<file path="src/rtl/tlpf_pkg.sv">
package tlpf_pkg;

    typedef enum logic [2:0] {
        ST_IDLE,
        ST_START,
        ST_SEQ_HI,
        ST_SEQ_LO,
        ST_FETCH,
        ST_BODY,
        ST_LCRC,
        ST_END
    } tlpf_state_e;

    localparam logic [7:0]  SYM_START = 8'hFB;
    localparam logic [7:0]  SYM_END   = 8'hFD;
    localparam int          CRC_W     = 32;
    localparam logic [31:0] CRC_POLY  = 32'h04C1_1DB7;
    localparam logic [31:0] CRC_SEED  = 32'hFFFF_FFFF;
    localparam int          SEQ_FIELD_W = 16;

endpackage

</file>
<file path="src/rtl/tlpf_seq_ctr.sv">
module tlpf_seq_ctr #(
    parameter int SEQ_W = 12
) (
    input  logic             clk,
    input  logic             rst_n,
    input  logic             adv,
    output logic [SEQ_W-1:0] seq
);
    always_ff @(posedge clk) begin
        if (!rst_n)   seq <= '0;
        else if (adv) seq <= seq + 1'b1;
    end
endmodule

</file>
<file path="src/rtl/tlpf_crc32.sv">
module tlpf_crc32
    import tlpf_pkg::*;
(
    input  logic             clk,
    input  logic             rst_n,
    input  logic             clear,
    input  logic             en,
    input  logic [7:0]       din,
    output logic [CRC_W-1:0] crc
);
    function automatic logic [CRC_W-1:0] step(input logic [CRC_W-1:0] c,
                                              input logic [7:0] d);
        logic [CRC_W-1:0] r;
        logic             fb;
        r = c;
        for (int i = 7; i >= 0; i--) begin
            fb = r[CRC_W-1] ^ d[i];
            r  = {r[CRC_W-2:0], 1'b0};
            if (fb) r = r ^ CRC_POLY;
        end
        return r;
    endfunction

    always_ff @(posedge clk) begin
        if (!rst_n || clear) crc <= CRC_SEED;
        else if (en)         crc <= step(crc, din);
    end
endmodule

</file>
<file path="src/rtl/tlpf_word_hold.sv">
module tlpf_word_hold #(
    parameter int DW    = 32,
    parameter int BPW   = DW / 8,
    parameter int SEL_W = $clog2(BPW)
) (
    input  logic             clk,
    input  logic             rst_n,
    input  logic             load,
    input  logic [DW-1:0]    din,
    input  logic             last_in,
    input  logic [SEL_W-1:0] sel,
    output logic [7:0]       byte_out,
    output logic             last_out
);
    logic [DW-1:0] word_q;
    logic [7:0]    lanes [BPW];

    always_ff @(posedge clk) begin
        if (!rst_n) begin
            word_q   <= '0;
            last_out <= 1'b0;
        end else if (load) begin
            word_q   <= din;
            last_out <= last_in;
        end
    end

    for (genvar g = 0; g < BPW; g++) begin : g_lane
        assign lanes[g] = word_q[DW-1-8*g -: 8];
    end

    assign byte_out = lanes[sel];
endmodule

</file>
<file path="src/rtl/tlp_link_framer.sv">
module tlp_link_framer
    import tlpf_pkg::*;
#(
    parameter int SEQ_W = 12,
    parameter int DW    = 32
) (
    input  logic          clk,
    input  logic          rst_n,
    input  logic          in_valid,
    output logic          in_ready,
    input  logic [DW-1:0] in_data,
    input  logic          in_last,
    output logic          out_valid,
    input  logic          out_ready,
    output logic [7:0]    out_byte,
    output logic          out_k
);
    localparam int BPW      = DW / 8;
    localparam int CRC_B    = CRC_W / 8;
    localparam int IDX_W    = $clog2((BPW > CRC_B) ? BPW : CRC_B);
    localparam logic [IDX_W-1:0] WORD_LAST = IDX_W'(BPW - 1);
    localparam logic [IDX_W-1:0] CRC_LAST  = IDX_W'(CRC_B - 1);

    tlpf_state_e          state, state_n;
    logic [IDX_W-1:0]     idx, idx_n;
    logic [SEQ_W-1:0]     seq_q;
    logic [SEQ_FIELD_W-1:0] seq_field;
    logic                 accept, load, seq_adv, crc_clr, crc_en;
    logic [CRC_W-1:0]     crc_run, crc_fin;
    logic [7:0]           crc_bytes [CRC_B];
    logic [7:0]           body_byte;
    logic                 body_last;

    tlpf_seq_ctr #(.SEQ_W(SEQ_W)) u_seq (
        .clk(clk), .rst_n(rst_n), .adv(seq_adv), .seq(seq_q)
    );

    tlpf_crc32 u_crc (
        .clk(clk), .rst_n(rst_n), .clear(crc_clr), .en(crc_en),
        .din(out_byte), .crc(crc_run)
    );

    tlpf_word_hold #(.DW(DW), .BPW(BPW), .SEL_W(IDX_W)) u_word (
        .clk(clk), .rst_n(rst_n), .load(load), .din(in_data),
        .last_in(in_last), .sel(idx), .byte_out(body_byte),
        .last_out(body_last)
    );

    assign seq_field = SEQ_FIELD_W'(seq_q);
    assign crc_fin   = ~crc_run;
    for (genvar g = 0; g < CRC_B; g++) begin : g_crc_lane
        assign crc_bytes[g] = crc_fin[CRC_W-1-8*g -: 8];
    end

    assign accept  = out_valid && out_ready;
    assign crc_clr = (state == ST_IDLE);

    always_ff @(posedge clk) begin
        if (!rst_n) begin
            state <= ST_IDLE;
            idx   <= '0;
        end else begin
            state <= state_n;
            idx   <= idx_n;
        end
    end

    always_comb begin
        state_n   = state;
        idx_n     = idx;
        out_valid = 1'b0;
        out_k     = 1'b0;
        out_byte  = '0;
        in_ready  = 1'b0;
        load      = 1'b0;
        crc_en    = 1'b0;
        seq_adv   = 1'b0;
        unique case (state)
            ST_IDLE: begin
                if (in_valid) state_n = ST_START;
            end
            ST_START: begin
                out_valid = 1'b1;
                out_k     = 1'b1;
                out_byte  = SYM_START;
                if (accept) state_n = ST_SEQ_HI;
            end
            ST_SEQ_HI: begin
                out_valid = 1'b1;
                out_byte  = seq_field[15:8];
                if (accept) begin
                    crc_en  = 1'b1;
                    state_n = ST_SEQ_LO;
                end
            end
            ST_SEQ_LO: begin
                out_valid = 1'b1;
                out_byte  = seq_field[7:0];
                if (accept) begin
                    crc_en   = 1'b1;
                    in_ready = 1'b1;
                    idx_n    = '0;
                    if (in_valid) begin
                        load    = 1'b1;
                        state_n = ST_BODY;
                    end else begin
                        state_n = ST_FETCH;
                    end
                end
            end
            ST_FETCH: begin
                in_ready = 1'b1;
                if (in_valid) begin
                    load    = 1'b1;
                    idx_n   = '0;
                    state_n = ST_BODY;
                end
            end
            ST_BODY: begin
                out_valid = 1'b1;
                out_byte  = body_byte;
                if (accept) begin
                    crc_en = 1'b1;
                    if (idx != WORD_LAST) begin
                        idx_n = idx + 1'b1;
                    end else if (body_last) begin
                        idx_n   = '0;
                        state_n = ST_LCRC;
                    end else begin
                        in_ready = 1'b1;
                        idx_n    = '0;
                        if (in_valid) load    = 1'b1;
                        else          state_n = ST_FETCH;
                    end
                end
            end
            ST_LCRC: begin
                out_valid = 1'b1;
                out_byte  = crc_bytes[idx];
                if (accept) begin
                    if (idx == CRC_LAST) begin
                        idx_n   = '0;
                        state_n = ST_END;
                    end else begin
                        idx_n = idx + 1'b1;
                    end
                end
            end
            ST_END: begin
                out_valid = 1'b1;
                out_k     = 1'b1;
                out_byte  = SYM_END;
                if (accept) begin
                    seq_adv = 1'b1;
                    state_n = ST_IDLE;
                end
            end
            default: state_n = ST_IDLE;
        endcase
    end
endmodule

</file>
<file path="config.mk">
export PLATFORM = sky130hd
export DESIGN_NAME = tlp_link_framer
export DESIGN_NICKNAME = d
export VERILOG_FILES = /design/src/rtl/tlpf_pkg.sv /design/src/rtl/tlpf_seq_ctr.sv /design/src/rtl/tlpf_crc32.sv /design/src/rtl/tlpf_word_hold.sv /design/src/rtl/tlp_link_framer.sv
export SDC_FILE = /design/constraint.sdc
export NUM_CORES = 1
export LEC_CHECK = 0
export CAP_MARGIN = 20
export CORE_UTILIZATION = 33
export DETAILED_ROUTE_END_ITERATION = 10
export DONT_BUFFER_PORTS = 1
export PLACE_DENSITY = 0.54
export SYNTH_ARGS = -nofsm -noshare
export SYNTH_HDL_FRONTEND = slang
export SYNTH_HIERARCHICAL = 1
export SYNTH_SLANG_ARGS = --single-unit
export TNS_END_PERCENT = 10
</file>
<file path="constraint.sdc">
create_clock -name clk -period 3.3 [get_ports clk]
set_input_delay 0.495 -clock clk [delete_from_list [all_inputs] [get_ports clk]]
set_output_delay 0.495 -clock clk [all_outputs]
set_load 0.02 [all_outputs]
</file>
Word level (Yosys, flattened, before mapping)
Index checks and enable logic that the tools add are counted.
{ "totals": {"in_bits": 37, "word_cells": 122, "output_inout_bits": 11, "reg_bits": 82} }
{ "classes": {"n_reduce_logical": 10, "addsub": 2, "eq_ne": 20, "bitwise": 18, "n_mux": 65, "n_lt_le_gt_ge": 1} }
{ "ops": {"columns": ["cell", "count"], "rows": [
  ["$mux 32", 14],
  ["$mux 27", 8],
  ["$not 14->14", 8],
  ["$pmux 8 s6", 1],
  ["$mux 3", 12],
  ["$bmux 8 s2", 2],
  ["$mux 8", 4],
  ["$not 32->32", 1],
  ["$pmux 3 s8", 1],
  ["$ne 2x2->1 const B", 11],
  ["$mux 1", 14],
  ["$add 12x1->12 const B", 1],
  ["$eq 3x3->1 const B", 4],
  ["$mux 2", 6],
  ["$reduce_and 11->1", 1],
  ["$pmux 2 s4", 1],
  ["$xor 1x1->1", 8],
  ["$eq 3x2->1 const B", 2],
  ["$pmux 1 s3", 2],
  ["$reduce_or 6->1", 1],
  ["$reduce_and 5->1", 1],
  ["$reduce_bool 4->1", 1],
  ["$eq 3x1->1 const B", 1],
  ["$ge 3x3->1 const B", 1],
  ["other kinds (10)", 10]
]} }

Logic depth before layout (Yosys ltp)
Gate-level depths: netlist of run 1.
{ "depth": {"ltp_word": 35, "depth_mapped": 9, "depth_no_buf": 8} }

Cells and area by module
The synthesis of run 1 kept the hierarchy.
{ "by_module_without_submodules": {"columns": ["mod", "cells_each", "area_per_inst_um2", "n_inst"], "rows": [
  ["tlpf_crc32", 177, 2014.4, 1],
  ["tlpf_word_hold", 116, 1452.6, 1],
  ["tlp_link_framer", 117, 898.4, 1],
  ["tlpf_seq_ctr", 58, 528.0, 1]
]} }

Worst setup path before layout of run 1
Ideal clock, no wire load.
{ "synth_path": {"path_kind": "reg-to-reg", "from": "register idx[1]", "to": "register u_crc.crc[12]", "required_ns": 3.186, "setup_slack_ns": 0.294, "path_stages_with_launch": 10, "t_arrival_ns": 2.891, "synth_period_minus_slack_ns": 3.006, "setup_time_ns": 0.114, "cell_sequence": "dfxtp_1 > buf_6 > mux4_2 > o21ai_0 > o31ai_1 > o21a_1 > xnor2_4 > xor3_2 > xnor3_1 > a21bo_1"} }
{ "synth_rtl": {"columns": ["element", "line_no", "text"], "rows": [
  ["from (decl)", "tlp_link_framer.sv:25", "logic [IDX_W-1:0] idx, idx_n;"],
  ["from (signal assigned)", "tlp_link_framer.sv:64", "idx <= idx_n;"],
  ["$not 2->3 (implied by the code)", "tlpf_word_hold.sv:32", "assign byte_out = lanes[sel];"],
  ["$bmux 8 s2", "tlpf_word_hold.sv:32", null],
  ["$mux 8 (implied by the code) (2 in series)", "tlpf_word_hold.sv:32", null],
  ["via body_byte[6]", "tlp_link_framer.sv:31", "logic [7:0] body_byte;"],
  ["$pmux 8 s6", "tlp_link_framer.sv:78", "unique case (state)"],
  ["via out_byte[6]", "tlp_link_framer.sv:15", "output logic [7:0] out_byte,"],
  ["$xor 1x1->1", "tlpf_crc32.sv:17", "fb = r[CRC_W-1] ^ d[i];"],
  ["$mux 27", "tlpf_crc32.sv:19", "if (fb) r = r ^ CRC_POLY;"],
  ["[... 6 more ...]", null, null],
  ["$mux 32", "tlpf_crc32.sv:26", "else if (en) crc <= step(crc, din);"],
  ["$mux 32", "tlpf_crc32.sv:25", "if (!rst_n || clear) crc <= CRC_SEED;"],
  ["$mux 32", "tlpf_crc32.sv:26", null],
  ["$mux 32", "tlpf_crc32.sv:25", null],
  ["$mux 32", "tlpf_crc32.sv:26", null],
  ["$mux 32", "tlpf_crc32.sv:25", null],
  ["$xor 1x1->1", "tlpf_crc32.sv:17", null],
  ["$mux 27", "tlpf_crc32.sv:19", null],
  ["to (signal assigned)", "tlpf_crc32.sv:26", null],
  ["to (decl)", "tlpf_crc32.sv:9", "output logic [CRC_W-1:0] crc"]
]} }
The timed path passes the listed nets, and every way through them passes these cells. The select of a mux whose other input is x is not followed.
A chain may end at the register's enable or synchronous reset.

Final worst setup path of run 1
{ "layout_path": {"from": "register idx[0]", "to": "register u_crc.crc[4]"} }
{ "layout_between": {"elab_chain_cells": 22} }
{ "layout_rtl": {"columns": ["element", "line_no"], "rows": [
  ["$not 2->3 (implied by the code) (*)", "tlpf_word_hold.sv:32, tlp_link_framer.sv:139"],
  ["$bmux 8 s2 (on tied branches)", "tlp_link_framer.sv:139, tlpf_word_hold.sv:32"],
  ["$mux 8 (on tied branches) (2 in series)", "tlp_link_framer.sv:139, tlpf_word_hold.sv:32"],
  ["$pmux 8 s6 (*)", "tlp_link_framer.sv:78"],
  ["parallel branches: the longest is 16 deep, another holds $mux 32", null],
  ["$mux 27 (*)", "tlpf_crc32.sv:19"]
]} }
Mark *: on every way between the ends. The select of a mux whose other input is x is not followed.

==> summary.md, run 1 <==
| Metric | Value |
|---|---|
| DP Wirelength | `8730 um` |
| Async S/R FF share, synth | `0%` |
| Yosys cell types | `54` |
| Crit path capture type | `register` |
| Hold Path Origin | `rst_n` |
| Row Count | `44` |
| CP Data Arrival Time | `3.31 ns` |
| Pleak | `1.92 nW` |
| Layout area overhead | `12.0%` |
| Vias/cell | `5.10` |
| Ant diodes | `0` |
| Sink Count | `82` |
| Worst vdd ir | `0.000235 V` |
| Largest stage delay, worst path | `0.61 ns` |
| Setup violations, final | `0` |
| Root buffer cell | `clkbuf_16` |
| Vias in the first global route | `3417` |
| Post-synthesis sequential area ratio | `33.5%` |
| Setup TNS | `0 ns` |
| Worst hold-check path type | `in -> reg` |
| Worst R2R Start | `idx[0]` |
| GRT Total Usage | `16.9%` |
| Mapped cell area | `4890 um^2` |
| CP Data Required Time | `3.57 ns` |
| Core area | `14500 um^2` |
| Fmax achieved | `0.330 GHz` |
| Yosys top cell area share | `33.5%` |
| # hold bufs at CTS | `0` |
| Fin crit share | `91.9%` |
| Worst Setup Path Type | `reg -> reg` |
| DRT iter0 DRCs | `160` |
| TritonCTS buffer count | `9` |
| Cells after Synth | `468` |
| Final std cells w/o fill | `667` |
| # H-tree levels | `3` |
| Slew HR | `52.4%` |
| First-pass GRT wire length | `19100 um` |
| Biggest area consumer among synthesized cells | `dfxtp_1` |
| Overflow after GRT | `0` |
| Slew @ Worst Pin | `0.713 ns` |
| CP bufs+invs | `1` |
| Most common cell after layout, fill and taps aside | `dfxtp_1` |
| Slew Viols, Final | `0` |
| Post-CTS setup buffer count | `0` |
| Post-CTS sizing | `0` |
| Pre-CTS setup slack | `0.250 ns` |
| Vias | `3404` |
| Crit path cell chain | `buf_12, mux4_1, o22ai_1, xnor2_4, xor2_4, xnor3_1, a21oi_1` |
| Slowest cell on the critical path | `mux4_1` |
| TritonRoute pass-1 iters | `6` |
| Setup ws final | `0.268 ns` |
| WL per Instance | `17.8 um` |
| CP delay by family, top | `XOR/XNOR gates` |
| Area contributors post-synth | `dfxtp_1 (34%), mux2i_1 (7.8%), nor2b_1 (5.6%)` |
| Initial Utilization | `33.8%` |
| Port-buffer cells | `0` |
| I/O pin cnt | `48` |
| RePlAce Congestion | `0.808` |
| Avg Cell Area, Syn | `10.5 um^2` |
| Dpl cells | `652` |
| Post-synth EDFFs | `0` |
| Final min period | `3.03 ns` |
| Most frequent cells in the layout | `dfxtp_1 (81), nor2b_1 (44), mux2i_1 (38), xnor2_1 (30)` |
| Clock buffer depth | `2` |
| Final Hold Viols | `0` |
| Initial antenna violation count | `0` |
| Clock latency on the worst-skew pair | `0.35 ns` |
| Clk slew on worst S/H paths | `0.06 ns` |
| RSZ-0062 raised after global routing | `no` |
| Startpoint types | `register` |
| DRT Wirelength | `11800 um` |
| TritonCTS clock tree | `done` |
| ANT nets after route | `0` |
| Status | `finished clean` |
| Total Power | `2.46 mW` |
| Clock Skew | `0.00653 ns` |
| Layout cells sized above 1 | `16.4%` |
| Hold WS | `0.282 ns` |
| Synth Register Bits | `82` |
| Die Ht | `124 um` |
| Pwr dens | `448 nW/um^2` |
| Remaining DRCs | `0` |
| Final #Nets | `518` |
| Most used DFF post-synth | `dfxtp_1` |
| Mapped Nets | `507` |
| Crit path launch | `idx[0]` |
| Ys Warns | `6` |
| Pin count of the biggest net entering global routing | `46` |
| Critical path fanouts, max | `12` |
| Die area | `15300 um^2` |
| Die Wd | `124 um` |
| Max Cap Viol | `0` |
[layer usage]
layer | wire [um] | vias up | global-route usage, %
met1 | 5650 | 1651 | 22.4
met2 | 5500 | 61 | 26.2
li1 | - | 1680 | -
met3 | 470 | 12 | 4.17
met5 | 0 | - | 0
met4 | 222 | 0 | 6.78
[through the flow]
step / util [%] / area (um^2)
after floorplan: - / 4890
after global placement: 35.9 / 5200
after detailed placement: 35.9 / 5200
after CTS: 37.9 / 5480
after global routing: 37.9 / 5480
final: 37.9 / 5480
[final cells by class]
class                   instances  area, um^2
fillers                      1401        9000
inverters                       9        33.8
well taps                     184         230
clock buffers                   9         225
multi-input cells             349        3060
repair buffers                 28         235
clock inverters                 6        51.3
flip-flops and latches         82        1640
[kinds of logic (layout without fill, tap and decap cells)]
kind of cell             after synthesis  count (layout)  share of synthesized area, %
AND/OR/NAND/NOR                      126             126                          14.0
AO/OA/AOI/OAI                         94              94                          11.8
flip-flops                            82              82                          33.5
XOR/XNOR                              69              69                          20.8
multiplexers                          58              58                          15.4
buffers and inverters                 37              52                          4.09
adder cells (fa/ha/maj)                2               2                         0.511
[state kept, by name, indices dropped and copies added, names as in the netlist]
register,cells
idx,2
state,3
u_crc/crc,32
u_seq/seq,12
u_word/lanes,32
u_word/last_out,1
[synth_stat cells, types with 7 or more instances]
master and n:
dfxtp_1 82, nor2b_1 44, mux2i_1 38, xnor2_1 30
a21oi_1 28, nand2_1 28, nor2_1 21, o21ai_0 20
clkbuf_1 12, o211ai_1 12, xnor3_1 11, xor2_1 10
mux4_2 9, inv_1 8, mux2_2 8, buf_2 7
o31ai_1 7
[path summary, 6_finish.rpt]
kind                            to  slack, ns  depth (start not counted)
setup reg to reg      u_crc/crc[4]       0.27                          7
setup / recovery      u_crc/crc[4]       0.27                          7
hold reg to reg      u_seq/seq[11]       0.50                          2
hold / removal    u_word/lanes[18]       0.28                          1
[report_power, final]
group / switching, mW / leakage [nW] / total [mW] / internal (mW)
registers: 0.0161 / 0.663 / 1.02 / 1.00
logic: 0.234 / 1.13 / 0.493 / 0.259
clock network: 0.431 / 0.132 / 0.945 / 0.514
No activity file was read; power rests on OpenSTA's default activity.
==> run 2: changes to the inputs <==
--- a/config.mk
+++ b/config.mk
@@ -7,9 +7,12 @@
 export LEC_CHECK = 0
 export CAP_MARGIN = 20
 export CORE_UTILIZATION = 33
+export CTS_BUF_LIST = sky130_fd_sc_hd__clkbuf_4 sky130_fd_sc_hd__clkbuf_8
+export CTS_CLUSTER_SIZE = 20
 export DETAILED_ROUTE_END_ITERATION = 10
 export DONT_BUFFER_PORTS = 1
 export PLACE_DENSITY = 0.54
+export SLEW_MARGIN = 20
 export SYNTH_ARGS = -nofsm -noshare
 export SYNTH_HDL_FRONTEND = slang
 export SYNTH_HIERARCHICAL = 1
==> run 2 against run 1 <==
Cell count stayed put. Non-clock buffer count unchanged. Clock-buffer cell count unchanged.
==> summary.md, run 2 (synthesis gave the netlist of run 1 again) <==
| Metric | Value |
|---|---|
| Overflow after GRT | `0 (unchanged)` |
| Register share of total power | `46.5% (was 41.5%)` |
| Worst vdd ir | `0.000226 V (was 0.000235 V)` |
| Dpl cells | `652 (unchanged)` |
| Layout area overhead | `9.95% (was 12.0%)` |
| Slew @ Worst Pin | `0.694 ns (was 0.713 ns)` |
| Die Ht | `124 um (unchanged)` |
| Clock power share | `31.1% (was 38.5%)` |
| Initial antenna violation count | `0 (unchanged)` |
| WL per Instance | `17.7 um (was 17.8 um)` |
| CP Data Arrival Time | `3.32 ns (was 3.31 ns)` |
| Slew HR | `53.7% (was 52.4%)` |
| Startpoint types | `register (unchanged)` |
| Clock buffer depth | `2 (unchanged)` |
| Vias | `3396 (was 3404)` |
| Root buffer cell | `clkbuf_8 (was clkbuf_16)` |
| Most frequent cells in the layout | `dfxtp_1 (81), nor2b_1 (44), mux2i_1 (38), xnor2_1 (30) (unchanged)` |
| Critical path fanouts, max | `11 (was 12)` |
| Setup violations, final | `0 (unchanged)` |
| Row Count | `44 (unchanged)` |
| Status | `finished clean (unchanged)` |
| Final min period | `3.02 ns (was 3.03 ns)` |
| Fill cells | `1420 (was 1401)` |
| Vias in the first global route | `3412 (was 3417)` |
| Clk slew on worst S/H paths | `0.09 ns (was 0.06 ns)` |
| Die Wd | `124 um (unchanged)` |
| CP Data Required Time | `3.60 ns (was 3.57 ns)` |
| RePlAce Congestion | `0.808 (unchanged)` |
| Final Hold Viols | `0 (unchanged)` |
| FF/Latch Area | `1640 um^2 (unchanged)` |
| Pre-CTS setup slack | `0.250 ns (unchanged)` |
| Setup ws final | `0.282 ns (was 0.268 ns)` |
| RSZ-0062 raised after global routing | `no (unchanged)` |
| Most common cell after layout, fill and taps aside | `dfxtp_1 (unchanged)` |
| Crit path capture type | `register (unchanged)` |
| DRT Wirelength | `11800 um (about the same)` |
| Layout cells sized above 1 | `16.4% (unchanged)` |
| Remaining DRCs | `0 (unchanged)` |
| Net Sw Power | `0.651 mW (was 0.681 mW)` |
| Pint | `1.54 mW (was 1.78 mW)` |
| Pwr dens | `407 nW/um^2 (was 448 nW/um^2)` |
| Core area | `14500 um^2 (unchanged)` |
| # H-tree levels | `3 (unchanged)` |
| Fin crit share | `91.5% (was 91.9%)` |
| Final #Nets | `518 (unchanged)` |
| GRT Total Usage | `16.8% (was 16.9%)` |
| TritonCTS clock tree | `done (unchanged)` |
| Max Cap Viol | `0 (unchanged)` |
| Slew Viols, Final | `0 (unchanged)` |
| Worst hold-check path type | `in -> reg (unchanged)` |
| DRT iter0 DRCs | `200 (was 160)` |
| First-pass GRT wire length | `19100 um (about the same)` |
| I/O pin cnt | `48 (unchanged)` |
| Die area | `15300 um^2 (unchanged)` |
| Final std cells w/o fill | `667 (unchanged)` |
| ANT nets after route | `0 (unchanged)` |
| Vias/cell | `5.09 (was 5.10)` |
| TritonRoute pass-1 iters | `5 (was 6)` |
| # hold bufs at CTS | `0 (unchanged)` |
| Clock latency on the worst-skew pair | `0.38 ns (was 0.35 ns)` |
| Area of the multi-input gates | `3060 um^2 (unchanged)` |
| Clock Skew | `0.0109 ns (was 0.00653 ns)` |
| Port-buffer cells | `0 (unchanged)` |
| Fmax achieved | `0.331 GHz (was 0.330 GHz)` |
| Sink Count | `82 (unchanged)` |
| Pleak | `1.88 nW (was 1.92 nW)` |
| Setup TNS | `0 ns (unchanged)` |
| Ant diodes | `0 (unchanged)` |
| Sw Ratio | `29.8% (was 27.7%)` |
| Post-CTS setup buffer count | `0 (unchanged)` |
| Initial Utilization | `33.8% (unchanged)` |
| Combinational share of power | `22.5% (was 20.1%)` |
| DP Wirelength | `8730 um (unchanged)` |
| Pin count of the biggest net entering global routing | `46 (unchanged)` |
| Worst Setup Path Type | `reg -> reg (unchanged)` |
| TritonCTS buffer count | `9 (unchanged)` |
## run 2: cell counts in the layout (fill, tap and decap cells not counted)
No cell type changed its count.
## run 2: per-stage QoR
stage | hold slack (ns) | power [mW] | instance area (um^2) | utilization, %
6_report | 0.247 | 2.19 | 5380 | 37.2
2_1_floorplan | 0.443 | 1.43 | 4890 | -
3_3_place_gp | 0.463 | 1.53 | 5200 | 35.9
5_1_grt | 0.224 | 2.30 | 5380 | 37.2
4_1_cts | 0.218 | 2.22 | 5380 | 37.2
3_5_place_dp | 0.476 | 1.53 | 5200 | 35.9
## run 2: final timing paths
| kind | endpoint | start | cells past startpoint | slack [ns] |
|---|---|---|---|---|
| worst max register to register | u_crc/crc[10] | idx[0] | 7 | 0.28 |
| worst max-delay path | u_crc/crc[10] | idx[0] | 7 | 0.28 |
| worst min register to register | u_seq/seq[11] | u_seq/seq[11] | 2 | 0.50 |
| worst min-delay path | u_word/lanes[7] | rst_n | 1 | 0.25 |
## run 2: power by group through the flow
stage	logic [mW]	clock network, mW	registers [mW]
after floorplan	0.396	0	1.03
after global placement	0.488	0	1.04
after detailed placement	0.491	0	1.04
after CTS	0.494	0.708	1.02
after global routing	0.528	0.751	1.02
final	0.492	0.680	1.02
## run 2: area by class of cell
class                           instances  area share [%]
Clock buffer                            9            2.30
Clock inverter                          6           0.953
Inverter                                9           0.628
Multi-Input combinational cell        349            56.9
Sequential cell                        82            30.5
Tap cell                              184            4.28
Timing Repair Buffer                   28            4.37
## run 2: what timing repair did
action / CTS / global route
hold endpoints to repair: 0 / 0
setup endpoints to repair: 0 / 6
resized for setup: 0 / 1
## run 2: critical path, cell delays in order (launching register included)
cell and delay (ns):
dfxtp_1 0.39, buf_4 0.24, mux4_1 0.60, o22ai_1 0.46, xnor2_2 0.26, xnor2_2 0.42
xnor3_1 0.39, o21ai_0 0.16
## run 2: layer usage
layer,global-route usage (%),wire [um],vias up
li1,-,-,1684
met1,22.3,5730,1648
met2,26.2,5400,47
met3,4.17,449,17
met4,6.33,233,0
met5,0,0,-
